## config.mk

```make
export PLATFORM = sky130hd
export DESIGN_NAME = bus_cycle_timer
export DESIGN_NICKNAME = d
export VERILOG_FILES = /design/src/rtl/bct_pkg.sv /design/src/rtl/bct_len_table.sv /design/src/rtl/bct_downcount.sv /design/src/rtl/bct_ctrl.sv /design/src/rtl/bus_cycle_timer.sv
export SDC_FILE = /design/constraint.sdc
export NUM_CORES = 1
export LEC_CHECK = 0
export BUFFER_PORTS_ARGS = -buffer_cell sky130_fd_sc_hd__buf_4
export CAP_MARGIN = 25
export CORE_MARGIN = 5
export CORE_UTILIZATION = 54
export DETAILED_ROUTE_END_ITERATION = 16
export HOLD_SLACK_MARGIN = 0.05
export PLACE_DENSITY = 0.82
export SLEW_MARGIN = 40
export SYNTH_ARGS = -nofsm -noshare
export SYNTH_HDL_FRONTEND = slang
export SYNTH_HIERARCHICAL = 1
export SYNTH_SLANG_ARGS = --single-unit
```

## constraint.sdc

```tcl
create_clock -name clk -period 2.2 [get_ports clk]
set_input_delay 0.22 -clock clk [delete_from_list [all_inputs] [get_ports clk]]
set_output_delay 0.22 -clock clk [all_outputs]
set_load 0.02 [all_outputs]
```

## src/rtl/bct_pkg.sv

```systemverilog
package bct_pkg;

    typedef enum logic [1:0] {
        ST_IDLE = 2'd0,
        ST_HOLD = 2'd1,
        ST_WAIT = 2'd2
    } bct_state_t;

    localparam logic [1:0] SPD_FAST  = 2'd0;
    localparam logic [1:0] SPD_SLOW  = 2'd1;
    localparam logic [1:0] SPD_XSLOW = 2'd2;
    localparam int unsigned NUM_CLASSES = 4;

endpackage

```

## src/rtl/bct_len_table.sv

```systemverilog
module bct_len_table #(
    parameter int unsigned FAST_HOLD  = 2,
    parameter int unsigned SLOW_HOLD  = 4,
    parameter int unsigned XSLOW_HOLD = 8,
    parameter int unsigned READ_WAIT  = 4,
    parameter int unsigned CW         = 4
) (
    input  logic [1:0]    cls,
    input  logic          wr,
    output logic [CW-1:0] hold_m1,
    output logic [CW-1:0] wait_m1
);
    import bct_pkg::*;

    logic [CW-1:0] rd_hold [NUM_CLASSES];
    logic [CW-1:0] wr_hold [NUM_CLASSES];

    for (genvar i = 0; i < NUM_CLASSES; i++) begin : g_cls
        localparam int unsigned HL = (i == 0) ? FAST_HOLD :
                                     (i == 1) ? SLOW_HOLD : XSLOW_HOLD;
        assign rd_hold[i] = CW'(HL - 1);
        assign wr_hold[i] = CW'(HL + READ_WAIT - 1);
    end

    always_comb begin
        hold_m1 = wr ? wr_hold[cls] : rd_hold[cls];
        wait_m1 = CW'(READ_WAIT - 1);
    end

endmodule

```

## src/rtl/bct_downcount.sv

```systemverilog
module bct_downcount #(
    parameter int unsigned CW = 4
) (
    input  logic          clk,
    input  logic          rst_n,
    input  logic          load,
    input  logic [CW-1:0] load_val,
    output logic          zero
);
    logic [CW-1:0] cnt;

    always_ff @(posedge clk or negedge rst_n) begin
        if (!rst_n) begin
            cnt <= '0;
        end else if (load) begin
            cnt <= load_val;
        end else if (cnt != '0) begin
            cnt <= cnt - 1'b1;
        end
    end

    assign zero = (cnt == '0);

endmodule

```

## src/rtl/bct_ctrl.sv

```systemverilog
module bct_ctrl #(
    parameter int unsigned CW = 4
) (
    input  logic          clk,
    input  logic          rst_n,
    input  logic          start,
    input  logic          is_write,
    input  logic [1:0]    speed,
    input  logic          cnt_zero,
    input  logic [CW-1:0] hold_m1,
    input  logic [CW-1:0] wait_m1,
    output logic [1:0]    tbl_cls,
    output logic          tbl_wr,
    output logic          cnt_load,
    output logic [CW-1:0] cnt_val,
    output logic          in_wait,
    output logic          busy,
    output logic          latch_stb,
    output logic          done
);
    import bct_pkg::*;

    bct_state_t state, state_nx;
    logic [1:0] cap_cls;
    logic       cap_wr;
    logic       accept;

    assign accept = (state == ST_IDLE) && start;

    // table lookup uses live inputs while idle, captured ones afterwards
    assign tbl_cls = (state == ST_IDLE) ? speed    : cap_cls;
    assign tbl_wr  = (state == ST_IDLE) ? is_write : cap_wr;

    always_comb begin
        state_nx = state;
        unique case (state)
            ST_IDLE: if (start) state_nx = ST_HOLD;
            ST_HOLD: if (cnt_zero) state_nx = cap_wr ? ST_IDLE : ST_WAIT;
            ST_WAIT: if (cnt_zero) state_nx = ST_IDLE;
            default: state_nx = ST_IDLE;
        endcase
    end

    always_ff @(posedge clk or negedge rst_n) begin
        if (!rst_n) begin
            state   <= ST_IDLE;
            cap_cls <= SPD_FAST;
            cap_wr  <= 1'b0;
        end else begin
            state <= state_nx;
            if (accept) begin
                cap_cls <= speed;
                cap_wr  <= is_write;
            end
        end
    end

    always_comb begin
        cnt_load  = 1'b0;
        cnt_val   = hold_m1;
        in_wait   = 1'b0;
        busy      = 1'b0;
        latch_stb = 1'b0;
        done      = 1'b0;
        unique case (state)
            ST_IDLE: begin
                cnt_load = start;
                cnt_val  = hold_m1;
            end
            ST_HOLD: begin
                busy      = 1'b1;
                latch_stb = cnt_zero;
                done      = cnt_zero && cap_wr;
                cnt_load  = cnt_zero && !cap_wr;
                cnt_val   = wait_m1;
            end
            ST_WAIT: begin
                busy    = 1'b1;
                in_wait = 1'b1;
                done    = cnt_zero;
            end
            default: begin
                busy = 1'b0;
            end
        endcase
    end

endmodule

```

## src/rtl/bus_cycle_timer.sv

```systemverilog
module bus_cycle_timer #(
    parameter int unsigned FAST_HOLD  = 2,
    parameter int unsigned SLOW_HOLD  = 4,
    parameter int unsigned XSLOW_HOLD = 8,
    parameter int unsigned READ_WAIT  = 4
) (
    input  logic       clk,
    input  logic       rst_n,
    input  logic       start,
    input  logic       is_write,
    input  logic [1:0] speed,
    output logic       in_wait,
    output logic       busy,
    output logic       latch_stb,
    output logic       done
);
    localparam int unsigned MAX_LEN = XSLOW_HOLD + READ_WAIT;
    localparam int unsigned CW      = $clog2(MAX_LEN + 1);

    logic [1:0]    tbl_cls;
    logic          tbl_wr;
    logic [CW-1:0] hold_m1;
    logic [CW-1:0] wait_m1;
    logic          cnt_load;
    logic [CW-1:0] cnt_val;
    logic          cnt_zero;

    bct_len_table #(
        .FAST_HOLD (FAST_HOLD),
        .SLOW_HOLD (SLOW_HOLD),
        .XSLOW_HOLD(XSLOW_HOLD),
        .READ_WAIT (READ_WAIT),
        .CW        (CW)
    ) u_tbl (
        .cls    (tbl_cls),
        .wr     (tbl_wr),
        .hold_m1(hold_m1),
        .wait_m1(wait_m1)
    );

    bct_downcount #(.CW(CW)) u_cnt (
        .clk     (clk),
        .rst_n   (rst_n),
        .load    (cnt_load),
        .load_val(cnt_val),
        .zero    (cnt_zero)
    );

    bct_ctrl #(.CW(CW)) u_ctrl (
        .clk      (clk),
        .rst_n    (rst_n),
        .start    (start),
        .is_write (is_write),
        .speed    (speed),
        .cnt_zero (cnt_zero),
        .hold_m1  (hold_m1),
        .wait_m1  (wait_m1),
        .tbl_cls  (tbl_cls),
        .tbl_wr   (tbl_wr),
        .cnt_load (cnt_load),
        .cnt_val  (cnt_val),
        .in_wait  (in_wait),
        .busy     (busy),
        .latch_stb(latch_stb),
        .done     (done)
    );

endmodule

```

==> results.json <==
{
  "arrival_ps": 2220,
  "gr-usage-met1_pct": 16.6,
  "num_vias": 505,
  "grt-ovfl-total": 0,
  "ios": 10,
  "initial_core_util_pct": 56.8,
  "grt_max_degree": 10,
  "skew_ps": 0.199,
  "regArea_um2": 225,
  "critical_path_buf_inv_count": 1,
  "grt_pass1_wl_mm": 2.29,
  "synth_edf_count": 0,
  "cts_setup_buffers": 0,
  "htreeDepth": 1,
  "clock_tree.root_cell": "clkbuf_4",
  "die_h_um": 47.0,
  "slowest_delay_ps": 400,
  "power.density_nw_per_um2": 1450,
  "use_met2_pct": 27.9,
  "fmax_mhz": 480,
  "antenna_found_initial": 0,
  "drt_iter0_markers": 7,
  "grt_pass1_vias": 549,
  "fp.dieArea_um2": 2210,
  "cp.required_ps": 2340,
  "final-max-slew-violation-count": 0,
  "worstHoldPathType": "in -> reg",
  "cts.path.max_buffers": 2,
  "cp_cell_sequence": "inv_1 > ha_1 > mux2_2 > ha_1 > mux2_2 > a221o_1",
  "detail-route-antenna-nets": 0,
  "maxCapViolCount": 0,
  "clk_latency_ps": 250,
  "rsz0062_at_grt": "false",
  "synthArstFlopShare_pct": 100,
  "end_kind": "flip-flop",
  "n_antenna_cell": 0,
  "numPortBuffers": 9,
  "min_period_ps": 2080,
  "fin_tns_setup_ps": 0,
  "p_leak_nw": 0.407,
  "final.period_utilization_pct": 94.7,
  "gp_congestion": 0.783,
  "drt-total-wl_mm": 1.34,
  "ys_types": 29,
  "busiest_layer": "met2",
  "synth.ff_latch_count": 9,
  "synth.cell_area_um2": 739,
  "critical_path_class": "reg -> reg",
  "fin_area_um2": 838,
  "outcome": "complete, no violations",
  "rows": 13,
  "ys_warn_count": 6,
  "grt_usage_pct": 15.2,
  "cp_max_fo": 5,
  "synth_top_flop_cell": "dfrtp_1",
  "syn_area_per_cell_um2": 10.4,
  "nFillCells": 121,
  "ir_drop_uv": 907,
  "yosysSeqAreaShare_pct": 30.5,
  "use_met3_pct": 4.60,
  "placed_area_um2": 802,
  "core_um2": 1300,
  "via_per_inst": 5.15,
  "wl_per_cell_um": 13.7,
  "syn_inst": 71,
  "cts.clk_slew.worst_paths_ps": 60,
  "drive_gt1_share_pct": 34.9,
  "critPathSlowestCell": "dfrtp_1",
  "first_pass_iters": 4,
  "finalSetupViolCount": 0,
  "finalHoldViolCount": 0,
  "multi_input_area_um2": 449,
  "dp_hpwl_mm": 1.10,
  "cts_tree": "built",
  "clock_sinks": 9,
  "start_kind": "flip-flop",
  "fp.dieW_um": 47.0,
  "numCtsBuffers": 3,
  "crit_family": "multiplexers",
  "area_delta_synth_final_pct": 13.4,
  "drcViolationCount": 0,
  "nets": 98
}
==> registers in the layout, indices dropped and copies added, names as in the netlist <==
| register | flops |
|---|---|
| u_ctrl/state | 2 |
| u_ctrl/cap_wr | 1 |
| u_cnt/cnt | 4 |
| u_ctrl/cap_cls | 2 |
==> routing by layer <==
layer	share of wire (%)	routed length, um	vias up
met5	0	0	-
met4	0.89	12	0
met3	5.3	71	2
met2	54	720	9
met1	40	538	242
li1	-	-	252
==> worst reg2reg max path, cell delays in order, from the launching register on <==
cell and delay, ps:
dfrtp_1 400, inv_1 160, ha_1 260, mux2_2 360
ha_1 200, mux2_2 250, a221o_1 340
==> metrics by stage <==
step           cells  setup slack (ps)  total power, W  util [%]  hold slack (ps)
3_3_place_gp      93               174         0.00106      61.6             50.6
6_report          98               117         0.00121      64.4              207
3_5_place_dp      93               114         0.00109      61.6             55.8
4_1_cts           98               110         0.00123      64.4              201
5_1_grt           98             0.807         0.00132      64.4              207
2_1_floorplan     74              54.8        0.000932         -            -75.6
==> path summary, 6_finish.rpt <==
check,from,to,slack (ps),depth (start not counted)
setup / recovery,u_ctrl/state[1],u_cnt/cnt[3],120,6
hold / removal,is_write,u_ctrl/cap_wr,210,2
setup reg to reg,u_ctrl/state[1],u_cnt/cnt[3],120,6
hold reg to reg,u_ctrl/cap_cls[1],u_ctrl/cap_cls[1],530,1
max in group asynchronous,rst_n,u_ctrl/state[0],1740,2
min in group asynchronous,rst_n,u_ctrl/cap_wr,330,2
==> final cells by class <==
type,instances,area share [%]
Multi-Input combinational cell,52,53.6
Timing Repair Buffer,13,11.9
Clock buffer,4,3.13
Inverter,5,2.24
Sequential cell,9,26.9
Tap cell,15,2.24
==> synthesized netlist by cell type, types with 2 or more instances <==
cell type	n	area [um^2]
dfrtp_1	9	225
ha_1	8	100
mux2_2	8	90.1
buf_4	5	37.5
inv_1	5	18.8
a21oi_1	3	15.0
mux2_4	3	45.0
mux2i_1	3	30.0
nand2_1	3	11.3
nor2_1	3	11.3
conb_1	2	7.51
nor3_1	2	10.0
==> power breakdown <==
part,internal (W),switching [W]
clock network,0.0000696,0.0000538
logic,0.000427,0.000341
registers,0.000248,0.0000728
==> placed cells by master, fill, tap and decap left out, types with 2 or more instances in the layout <==
master	netlist	layout
nand2_1	3	3
mux2i_1	3	3
conb_1	2	5
clkbuf_4	0	3
nor3_1	2	2
inv_1	5	5
mux2_2	8	8
a21oi_1	3	3
buf_4	5	12
dfrtp_1	9	9
nor2_1	3	3
mux2_4	3	3
ha_1	8	8
==> cells by family after synthesis <==
| kind of cell | count (synthesis) | share of synthesized area [%] |
|---|---|---|
| other | 2 | 1.02 |
| adders and majority gates | 8 | 13.5 |
| DFF | 9 | 30.5 |
| muxes | 14 | 22.3 |
| xor gates and xnor gates | 1 | 1.18 |
| AOI/OAI and AO/OA | 9 | 8.97 |
| and+or+nand+nor | 15 | 12.2 |
| buffers and inverters | 13 | 10.3 |
==> what timing repair did <==
item                                   in CTS  in global routing
gates resized for setup                     0                  0
setup endpoints to repair                   0                  0
hold buffers                                1                  0
endpoints found under the hold margin       9                  0
(Power assumes the default switching activity.)
